`src/rtl/usb_ls_tx_pkg.sv`:
```
package usb_ls_tx_pkg;
  typedef enum logic [2:0] {
    S_IDLE,
    S_PRE,
    S_TX,
    S_EOP0,
    S_EOPJ
  } tx_state_e;

  localparam logic [7:0] SYNC_BYTE = 8'h80;
endpackage

```
`src/rtl/usb_ls_tx_tick.sv`:
```
module usb_ls_tx_tick #(
  parameter int CLKS_PER_BIT = 33
) (
  input  logic clk,
  input  logic rst_n,
  input  logic run_i,
  output logic tick_o
);
  localparam int CNT_W = (CLKS_PER_BIT > 1) ? $clog2(CLKS_PER_BIT) : 1;
  localparam logic [CNT_W-1:0] LAST = CNT_W'(CLKS_PER_BIT - 1);

  logic [CNT_W-1:0] cnt_q, cnt_d;
  logic             cnt_en;

  assign tick_o = run_i && (cnt_q == LAST);
  assign cnt_en = run_i || (cnt_q != '0);

  always_comb begin
    if (!run_i || cnt_q == LAST) cnt_d = '0;
    else                          cnt_d = cnt_q + CNT_W'(1);
  end

  always_ff @(posedge clk or negedge rst_n) begin
    if (!rst_n)      cnt_q <= '0;
    else if (cnt_en) cnt_q <= cnt_d;
  end
endmodule

```
`src/rtl/usb_ls_tx_enc.sv`:
```
module usb_ls_tx_enc #(
  parameter int STUFF_LEN = 6
) (
  input  logic clk,
  input  logic rst_n,
  input  logic load_i,
  input  logic step_i,
  input  logic bit_i,
  output logic stuff_due_o,
  output logic lvl_nxt_o
);
  localparam int RUN_W = $clog2(STUFF_LEN + 1);

  logic [RUN_W-1:0] run_q, run_d;
  logic             lvl_q, lvl_d;
  logic             toggle;

  assign stuff_due_o = (run_q == RUN_W'(STUFF_LEN));
  assign toggle      = stuff_due_o || !bit_i;
  assign lvl_nxt_o   = step_i ? (lvl_q ^ toggle) : lvl_q;

  always_comb begin
    run_d = run_q;
    lvl_d = lvl_q;
    if (load_i) begin
      run_d = '0;
      lvl_d = 1'b1;
    end else if (step_i) begin
      lvl_d = lvl_nxt_o;
      run_d = toggle ? '0 : run_q + RUN_W'(1);
    end
  end

  always_ff @(posedge clk or negedge rst_n) begin
    if (!rst_n) begin
      run_q <= '0;
      lvl_q <= 1'b1;
    end else if (load_i || step_i) begin
      run_q <= run_d;
      lvl_q <= lvl_d;
    end
  end

  a_r4_run_bound: assert property (@(posedge clk) disable iff (!rst_n)
    run_q <= RUN_W'(STUFF_LEN));

  a_r4_stuff_toggles: assert property (@(posedge clk) disable iff (!rst_n)
    (step_i && !load_i && stuff_due_o) |=> (run_q == '0) && (lvl_q != $past(lvl_q)));
endmodule

```
`src/rtl/usb_ls_tx.sv`:
```
module usb_ls_tx
  import usb_ls_tx_pkg::*;
#(
  parameter int CLKS_PER_BIT = 33,
  parameter int MAX_BYTES    = 12,
  parameter int DEV_AW       = 7,
  parameter int STUFF_LEN    = 6,
  localparam int LEN_W       = $clog2(MAX_BYTES + 1),
  localparam int BUF_AW      = $clog2(MAX_BYTES)
) (
  input  logic              clk,
  input  logic              rst_n,
  input  logic              start_i,
  input  logic [LEN_W-1:0]  len_i,
  output logic [BUF_AW-1:0] rd_addr_o,
  input  logic [7:0]        rd_data_i,
  input  logic [DEV_AW-1:0] new_addr_i,
  output logic [DEV_AW-1:0] dev_addr_o,
  output logic              line_p_o,
  output logic              line_n_o,
  output logic              drv_en_o,
  output logic              busy_o,
  output logic              done_o
);
  localparam logic [LEN_W-1:0] LEN_MIN = LEN_W'(2);
  localparam logic [LEN_W-1:0] LEN_MAX = LEN_W'(MAX_BYTES);

  tx_state_e         st_q, st_d;
  logic [7:0]        shift_q, shift_d;
  logic [2:0]        bidx_q, bidx_d;
  logic [LEN_W-1:0]  left_q, left_d;
  logic [BUF_AW-1:0] raddr_q, raddr_d;
  logic              last_q, last_d;
  logic              hs_q, hs_d;
  logic              oe_q, oe_d, dp_q, dp_d, dm_q, dm_d;
  logic              pulse_q, pulse_d;
  logic [DEV_AW-1:0] addr_q, addr_d;

  logic [LEN_W-1:0]  len_eff;
  logic              tick, run_tick, stuff_due, lvl_nxt;
  logic              load, emit, consume, eop_go;

  assign len_eff  = (len_i < LEN_MIN) ? LEN_MIN : (len_i > LEN_MAX) ? LEN_MAX : len_i;
  assign run_tick = (st_q == S_TX) || (st_q == S_EOP0) || (st_q == S_EOPJ);
  assign load     = (st_q == S_IDLE) && start_i;
  assign emit     = (st_q == S_PRE) ||
                    ((st_q == S_TX) && tick && (stuff_due || !last_q));
  assign consume  = emit && !stuff_due;
  assign eop_go   = (st_q == S_TX) && tick && !stuff_due && last_q;

  usb_ls_tx_tick #(.CLKS_PER_BIT(CLKS_PER_BIT)) u_tick (
    .clk    (clk),
    .rst_n  (rst_n),
    .run_i  (run_tick),
    .tick_o (tick)
  );

  usb_ls_tx_enc #(.STUFF_LEN(STUFF_LEN)) u_enc (
    .clk         (clk),
    .rst_n       (rst_n),
    .load_i      (load),
    .step_i      (emit),
    .bit_i       (shift_q[0]),
    .stuff_due_o (stuff_due),
    .lvl_nxt_o   (lvl_nxt)
  );

  always_comb begin
    st_d    = st_q;
    shift_d = shift_q;
    bidx_d  = bidx_q;
    left_d  = left_q;
    raddr_d = raddr_q;
    last_d  = last_q;
    hs_d    = hs_q;
    oe_d    = oe_q;
    dp_d    = dp_q;
    dm_d    = dm_q;
    pulse_d = 1'b0;
    addr_d  = addr_q;
    unique case (st_q)
      S_IDLE: if (start_i) begin
        st_d    = S_PRE;
        shift_d = SYNC_BYTE;
        bidx_d  = '0;
        left_d  = len_eff - LEN_W'(1);
        raddr_d = '0;
        last_d  = 1'b0;
        hs_d    = (len_eff == LEN_MIN);
        oe_d    = 1'b0;
        dp_d    = 1'b0;
        dm_d    = 1'b1;
      end
      S_PRE:  st_d = S_TX;
      S_TX:   if (eop_go) begin
        st_d   = S_EOP0;
        bidx_d = '0;
        dp_d   = 1'b0;
        dm_d   = 1'b0;
      end
      S_EOP0: if (tick) begin
        if (bidx_q == 3'd1) begin
          st_d = S_EOPJ;
          dp_d = 1'b0;
          dm_d = 1'b1;
        end else begin
          bidx_d = bidx_q + 3'd1;
        end
      end
      S_EOPJ: if (tick) begin
        st_d    = S_IDLE;
        oe_d    = 1'b0;
        dp_d    = 1'b0;
        dm_d    = 1'b0;
        pulse_d = 1'b1;
        if (!hs_q) addr_d = new_addr_i;
      end
      default: st_d = S_IDLE;
    endcase
    if (consume) begin
      shift_d = {1'b0, shift_q[7:1]};
      bidx_d  = bidx_q + 3'd1;
      if (bidx_q == 3'd7) begin
        if (left_q == '0) begin
          last_d = 1'b1;
        end else begin
          shift_d = rd_data_i;
          raddr_d = raddr_q + BUF_AW'(1);
          left_d  = left_q - LEN_W'(1);
        end
      end
    end
    if (emit) begin
      oe_d = 1'b1;
      dp_d = !lvl_nxt;
      dm_d = lvl_nxt;
    end
  end

  always_ff @(posedge clk or negedge rst_n) begin
    if (!rst_n) begin
      st_q    <= S_IDLE;
      shift_q <= '0;
      bidx_q  <= '0;
      left_q  <= '0;
      raddr_q <= '0;
      last_q  <= 1'b0;
      hs_q    <= 1'b0;
      oe_q    <= 1'b0;
      dp_q    <= 1'b0;
      dm_q    <= 1'b0;
      pulse_q <= 1'b0;
      addr_q  <= '0;
    end else begin
      st_q    <= st_d;
      shift_q <= shift_d;
      bidx_q  <= bidx_d;
      left_q  <= left_d;
      raddr_q <= raddr_d;
      last_q  <= last_d;
      hs_q    <= hs_d;
      oe_q    <= oe_d;
      dp_q    <= dp_d;
      dm_q    <= dm_d;
      pulse_q <= pulse_d;
      addr_q  <= addr_d;
    end
  end

  assign rd_addr_o  = raddr_q;
  assign dev_addr_o = addr_q;
  assign line_p_o   = dp_q;
  assign line_n_o   = dm_q;
  assign drv_en_o   = oe_q;
  assign busy_o     = (st_q != S_IDLE);
  assign done_o     = pulse_q;

  a_r2_j_before_enable: assert property (@(posedge clk) disable iff (!rst_n)
    $rose(oe_q) |-> $past(dm_q && !dp_q));

  a_r5_se0_only_in_eop: assert property (@(posedge clk) disable iff (!rst_n)
    (oe_q && !dp_q && !dm_q) |-> (st_q == S_EOP0));

  a_r6_done_released: assert property (@(posedge clk) disable iff (!rst_n)
    pulse_q |-> (!oe_q && !dp_q && !dm_q && !busy_o));

  a_r6_done_single: assert property (@(posedge clk) disable iff (!rst_n)
    pulse_q |=> !pulse_q);

  a_r7_addr_at_release: assert property (@(posedge clk) disable iff (!rst_n)
    !$stable(addr_q) |-> pulse_q);

  a_r9_no_restart: assert property (@(posedge clk) disable iff (!rst_n)
    (busy_o && st_q != S_EOPJ) |=> busy_o);
endmodule

```
`config.mk`:
```
export PLATFORM = sky130hd
export DESIGN_NAME = usb_ls_tx
export DESIGN_NICKNAME = d
export VERILOG_FILES = /design/src/rtl/usb_ls_tx_pkg.sv /design/src/rtl/usb_ls_tx_tick.sv /design/src/rtl/usb_ls_tx_enc.sv /design/src/rtl/usb_ls_tx.sv
export SDC_FILE = /design/constraint.sdc
export NUM_CORES = 1
export LEC_CHECK = 0
export ABC_CLOCK_PERIOD_IN_PS = 2700
export BUFFER_PORTS_ARGS = -buffer_cell sky130_fd_sc_hd__buf_2
export CAP_MARGIN = 0
export CORE_MARGIN = 1.5
export CORE_UTILIZATION = 56
export DETAILED_ROUTE_END_ITERATION = 12
export PLACE_DENSITY = 0.8
export REMOVE_ABC_BUFFERS = 1
export SYNTH_ARGS = -nofsm -noshare
export SYNTH_HDL_FRONTEND = slang
export SYNTH_SLANG_ARGS = --single-unit
```
`constraint.sdc`:
```
create_clock -name clk -period 2.7 [get_ports clk]
set_clock_uncertainty 0.05 [all_clocks]
set_input_delay 0.405 -clock clk [delete_from_list [all_inputs] [get_ports clk]]
set_output_delay 0.405 -clock clk [all_outputs]
set_load 0.02 [all_outputs]
```
==> impl_metrics.py, run 1 <==
metrics = {
    "status": {
        "status": "finished clean",
    },
    "die": {
        "rows": 23,
        "die_x_um": 68,
        "initial_utilization_pct": 58.7,
        "die_h_um": 68,
        "io_pins": 38,
        "dieArea_um2": 4620,
        "core_area_um2": 4030,
    },
    "logic_synthesis": {
        "netlist_area_um2": 2370,
        "syn_inst": 232,
        "yosys_warnings": 0,
        "synth_cell_types": 47,
        "ys_top_cells_by_area": "dfrtp_1, ha_1, mux2i_1, nand2_1, o21ai_0",
        "synth-seq-area-share_pct": 47.6,
        "synth-edff-count": 0,
        "synthDominantCellAreaShare_pct": 46.5,
        "yosys_register_bits": 45,
        "syn_avg_cell_area_um2": 10.2,
        "synthFlopType": "dfrtp_1",
        "async_flop_share_pct": 100,
        "synth.largest_area_cell": "dfrtp_1",
    },
    "setup_path": {
        "path_max_fanout": 14,
        "cp-start-kind": "flip-flop",
        "crit_family": "compound AO/OA/AOI/OAI gates",
        "slowest_stage": "dfrtp_1",
        "cp.arrival_ns": 2.50,
        "path_buf_inv": 2,
        "crit_type": "flip-flop to flip-flop",
        "cp.required_ns": 2.88,
        "cp_cell_sequence": "inv_1 -> ha_1 -> a21bo_2 -> a41oi_1 -> buf_4 -> a21o_1 -> nand3_1 -> o21ai_0",
        "max_stage_delay_ns": 0.40,
        "crit_path_end_kind": "flip-flop",
    },
    "clock_network": {
        "insertion_delay_ns": 0.31,
        "cts-buffers-inserted": 5,
        "cts_resized": 0,
        "path_clk_slew_ns": 0.08,
        "post_cts_buffers": 0,
        "cts_root_buffer": "clkbuf_8",
        "hold_buffers": 0,
        "cts_buffer_depth": 2,
        "cts.sinks": 45,
        "cts_tree": "yes",
        "h-tree-depth": 2,
    },
    "timing": {
        "max_slew.worst_pin.slew_ns": 0.971,
        "final_max_slew_viol_count": 0,
        "timing.fmax_mhz": 430,
        "fin_crit_sh_pct": 86.0,
        "maxSlewHeadroom_pct": 35.3,
        "hold-worst-slack_ns": 0.208,
        "setup_viol": 0,
        "final-hold-violation-count": 0,
        "fin_crit_ns": 2.32,
        "rsz0062_at_grt": "false",
        "setup_tns_ns": 0,
    },
    "cells_and_area": {
        "fin_cells": 319,
        "fin_nets": 301,
        "n_antenna_cell": 0,
        "fill_cells": 338,
        "mostFrequentLayoutCell": "dfrtp_1",
        "drive_above_1_share_pct": 23.0,
        "mostFrequentLayoutCells": "dfrtp_1, buf_2, nand2_1, o21ai_0, nor2_1",
        "area_delta_synth_final_pct": 12.5,
    },
    "power_and_ir_drop": {
        "leakage_nw": 1.30,
        "ir_worst_vdd_v": 0.000460,
        "finalPower_w": 0.00224,
        "power.density_nw_per_um2": 842,
    },
    "place": {
        "gp_congestion": 0.769,
        "port_buffers": 37,
        "dp.cells": 311,
        "hpwlAfterDp_um": 3300,
    },
    "global_route": {
        "grt_max_degree": 46,
        "overflow": 0,
        "grt_antenna_before_repair": 0,
        "grt_util_all_layers_pct": 22.7,
        "grt_first_pass_wirelength_um": 7790,
        "grt_pass1_vias": 1692,
    },
    "route": {
        "drt_iter0_markers": 85,
        "drcViolationCount": 0,
        "ant_nets": 0,
        "wl_per_cell_um": 14.1,
        "via_per_inst": 5.64,
        "dr.pass1.iters": 4,
        "via_count": 1800,
        "drt-total-wl_um": 4510,
    },
    "job": {
        "max_cap_violations": 0,
    },
    "hold_path": {
        "hold_class": "input port to async pin",
    },
}
through the flow:
| stage | utilization, % | instance area, um2 | worst slack (ns) |
|---|---|---|---|
| 3_3_place_gp | 64.0 | 2580 | 0.486 |
| 6_report | 66.1 | 2660 | 0.377 |
| 2_1_floorplan | - | 2320 | 0.340 |
| 4_1_cts | 66.1 | 2660 | 0.375 |
| 5_1_grt | 66.1 | 2660 | 0.137 |
| 3_5_place_dp | 64.0 | 2580 | 0.386 |
synthesized netlist by cell type, drive strengths merged (2+ instances only):
master / number
nand2: 24
or3b: 2
nand3: 13
ha: 11
a21o: 2
or3: 2
mux2i: 10
or4b: 2
a21oi: 9
buf: 7
xnor2: 7
nor2: 15
nor3: 8
o21ai: 18
xor2: 3
a211oi: 2
clkbuf: 2
nand2b: 3
mux2: 7
inv: 11
o2bb2ai: 3
dfrtp: 44
a21bo: 3
nor3b: 4
o22ai: 3
layer usage:
| layer | share of wire (%) | up-vias | global-route usage, % |
|---|---|---|---|
| met5 | 0 | - | 0 |
| met4 | 1.6 | 0 | 8.00 |
| met3 | 5.7 | 6 | 5.59 |
| met2 | 48 | 51 | 36.5 |
| met1 | 45 | 850 | 29.9 |
| li1 | - | 893 | - |
worst register-to-register path, cell delays in order (launching register included):
cell and delay, ns:
dfrtp_1 0.40, inv_1 0.06, ha_1 0.25, a21bo_2 0.24, a41oi_1 0.40, buf_4 0.26, a21o_1 0.34, nand3_1 0.14
o21ai_0 0.10
report_power, final:
group / internal, W / total, W / switching, W
logic: 0.000342 / 0.000713 / 0.000372
registers: 0.000893 / 0.00112 / 0.000226
clock network: 0.000183 / 0.000410 / 0.000226
total: 0.00142 / 0.00224 / 0.000825
registers in the layout, summed over array words and instances, names as in the netlist, 3 cells and up:
register	count
bidx_q	3
dev_addr_o	7
left_q	4
rd_addr_o	4
shift_q	8
st_q	3
u_enc.run_q	3
u_tick.cnt_q	6
path summary, 6_finish.rpt:
check                               startpoint  slack [ns]               to  cells after the start
worst max register to register  u_enc.run_q[0]        0.38       shift_q[6]                      8
worst min register to register    rd_addr_o[3]        0.42     rd_addr_o[3]                      1
worst max-delay path            u_enc.run_q[0]        0.38       shift_q[6]                      8
max in group asynchronous                rst_n        1.79    dev_addr_o[3]                      1
worst min-delay path                     rst_n        0.21  u_tick.cnt_q[0]                      1
min in group clk                 new_addr_i[2]        0.29    dev_addr_o[2]                      2
kinds of logic (layout without fill, tap and decap cells):
family                   after synthesis  after routing  share of synthesized area [%]
multiplexers                          17             17                           7.56
AND/OR/NAND/NOR                       78             78                           17.2
XOR/XNOR                              10             10                           3.70
buffers and inverters                 20             57                           3.54
adder cells (fa/ha/maj)               11             11                           5.82
AO/OA/AOI/OAI                         51             51                           14.5
flip-flops                            45             45                           47.6
final cells by class:
cell class                      count  area, um2  share of cell area [%]
Clock buffer                        7       76.3                    2.87
Clock inverter                      1       7.51                   0.282
Inverter                           11       41.3                    1.55
Multi-Input combinational cell    167       1150                    43.4
Sequential cell                    45       1130                    42.3
Tap cell                           50       62.6                    2.35
Timing Repair Buffer               38        193                    7.24
Note: power is estimated with default switching activity, not from simulation.
==> inputs of run 2 (changes only) <==
--- a/config.mk
+++ b/config.mk
@@ -13,2 +13,4 @@
 export DETAILED_ROUTE_END_ITERATION = 12
+export GPL_ROUTABILITY_DRIVEN = 0
+export GPL_TIMING_DRIVEN = 0
 export PLACE_DENSITY = 0.8
==> constraint.sdc (replaced) <==
create_clock -name clk -period 2.7 [get_ports clk]
set_clock_uncertainty 0.05 [all_clocks]
set_input_delay 0.27 -clock clk [delete_from_list [all_inputs] [get_ports clk]]
set_output_delay 0.27 -clock clk [all_outputs]
set_load 0.02 [all_outputs]
==> run 2 against run 1 <==
Against the previous run: clock power grew 45%; sequential power is essentially flat; cell count shrank 0.31%; largest power group unchanged.
==> impl_metrics.py, run 2 (same netlist as run 1, synthesis figures left out) <==
metrics = {
    "setup_path": {
        "crit_path_end_kind": "flip-flop",
        "critPathLaunch": "u_enc.run_q[0]",
        "r2r_start": "u_enc.run_q[0]",
        "cp.required_ns": 2.83,
        "path_max_fanout": 15,
        "crit_type": "flip-flop to flip-flop",
        "cp-start-kind": "flip-flop",
        "cp.arrival_ns": 2.60,
    },
    "power_and_ir_drop": {
        "p_int_w": 0.00160,
        "power_frac_comb_pct": 29.4,
        "finalPower_w": 0.00242,
        "clkPwrFrac_pct": 24.6,
        "ir_worst_vdd_v": 0.000489,
        "power.density_nw_per_um2": 892,
        "seqPwrFrac_pct": 46.0,
        "p_switching_w": 0.000818,
        "leakage_nw": 1.33,
        "sw_frac_of_total_pct": 33.8,
    },
    "route": {
        "drt-total-wl_um": 4570,
        "met3_wirelength_um": 160,
        "dr.pass1.iters": 4,
        "drt_iter0_markers": 110,
        "drcViolationCount": 0,
        "top_layer": "met4",
        "via_count": 1778,
        "wl_met2_um": 2210,
        "wl_per_cell_um": 14.4,
        "met1Wirelength_um": 2160,
        "ant_nets": 0,
        "via_per_inst": 5.59,
    },
    "cells_and_area": {
        "top_register": "shift_q",
        "drive_above_1_share_pct": 24.3,
        "fill_cells": 317,
        "area_delta_synth_final_pct": 14.8,
        "n_antenna_cell": 0,
        "fin_nets": 300,
        "utilization_pct": 67.4,
        "mostFrequentLayoutCells": "dfrtp_1, buf_2, nand2_1, o21ai_0, nor2_1",
        "largest_reg_flops": 8,
        "mostFrequentLayoutCell": "dfrtp_1",
        "fin_area_um2": 2720,
    },
    "timing": {
        "timing.fmax_mhz": 405,
        "hold-worst-slack_ns": 0.0727,
        "rsz0062_at_grt": "false",
        "setup_viol": 0,
        "fin_crit_ns": 2.47,
        "fin_crit_sh_pct": 91.5,
        "final_max_slew_viol_count": 0,
        "final-hold-violation-count": 0,
        "max_slew.worst_pin.slew_ns": 0.979,
        "maxSlewHeadroom_pct": 34.8,
    },
    "clock_network": {
        "cts-buffers-inserted": 5,
        "h-tree-depth": 2,
        "path_clk_slew_ns": 0.08,
        "cts.sinks": 45,
        "cts_root_buffer": "clkbuf_8",
        "insertion_delay_ns": 0.30,
        "cts_tree": "yes",
        "cts_buffer_depth": 2,
        "hold_buffers": 0,
    },
    "job": {
        "max_cap_violations": 0,
    },
    "global_route": {
        "grt_first_pass_wirelength_um": 7570,
        "grt_max_degree": 46,
        "grt_antenna_before_repair": 0,
        "grt_pass1_vias": 1708,
        "overflow": 0,
        "grt_util_all_layers_pct": 22.0,
    },
    "place": {
        "post_dp_cell_area_um2": 2570,
        "port_buffers": 37,
        "hpwlAfterDp_um": 3220,
    },
    "die": {
        "die_x_um": 68,
        "dieArea_um2": 4620,
        "io_pins": 38,
        "die_h_um": 68,
        "rows": 23,
        "initial_utilization_pct": 58.7,
        "core_area_um2": 4030,
    },
    "hold_path": {
        "hold_class": "input port to async pin",
    },
    "status": {
        "status": "finished clean",
    },
}
==> run 2: area by class of cell <==
class                      instances  area, um2  area share, %
multi-input combinational        167       1160           42.9
tap                               50       62.6           2.30
timing repair buffer              37        185           6.82
sequential                        45       1130           41.5
clock buffer                       5       68.8           2.53
clock inverter                     3       65.1           2.40
inverter                          11       41.3           1.52
==> run 2: metal layers <==
metal	up-vias	global-route usage, %
met4	0	6.50
met3	6	5.59
met1	847	28.2
met5	-	0
met2	36	36.8
li1	889	-
==> run 2: critical path, cell delays in order, from the launching register on <==
cell and delay (ns):
dfrtp_1 0.41, inv_1 0.06, ha_1 0.24, a21bo_2 0.25
a41oi_2 0.62, a21oi_1 0.28, a21oi_1 0.31, o2bb2ai_1 0.12
==> run 2: stage by stage <==
step / worst slack [ns] / setup TNS [ns] / instances
after detailed placement: -0.227 / -1.62 / 310
after global placement: -0.140 / -0.504 / 310
after floorplan: 0.340 / 0 / 223
final: 0.228 / 0 / 318
after global routing: 0.0454 / 0 / 318
after CTS: 0.127 / 0 / 318
==> run 2: power groups by stage <==
| stage | logic [W] | registers, W | clock network (W) |
|---|---|---|---|
| 6_report | 0.000712 | 0.00111 | 0.000596 |
| 5_1_grt | 0.000817 | 0.00115 | 0.000640 |
| 4_1_cts | 0.000721 | 0.00111 | 0.000609 |
| 3_5_place_dp | 0.000709 | 0.00112 | 0 |
| 3_3_place_gp | 0.000676 | 0.00111 | 0 |
| 2_1_floorplan | 0.000499 | 0.00112 | 0 |
==> run 2: final timing paths <==
| kind | slack (ns) | cells after the start | end |
|---|---|---|---|
| min reg2reg | 0.43 | 1 | rd_addr_o[3] |
| max reg2reg | 0.23 | 7 | bidx_q[1] |
| min | 0.07 | 1 | u_tick.cnt_q[2] |
| max in group asynchronous | 1.92 | 1 | shift_q[1] |
| min in group clk | 0.15 | 2 | dev_addr_o[3] |
| max | 0.23 | 7 | bidx_q[1] |
==> run 2: timing repair <==
item                       in CTS  in global routing
setup buffers                   0                  0
setup endpoints to repair      15                  4
gates resized for setup         1                  1
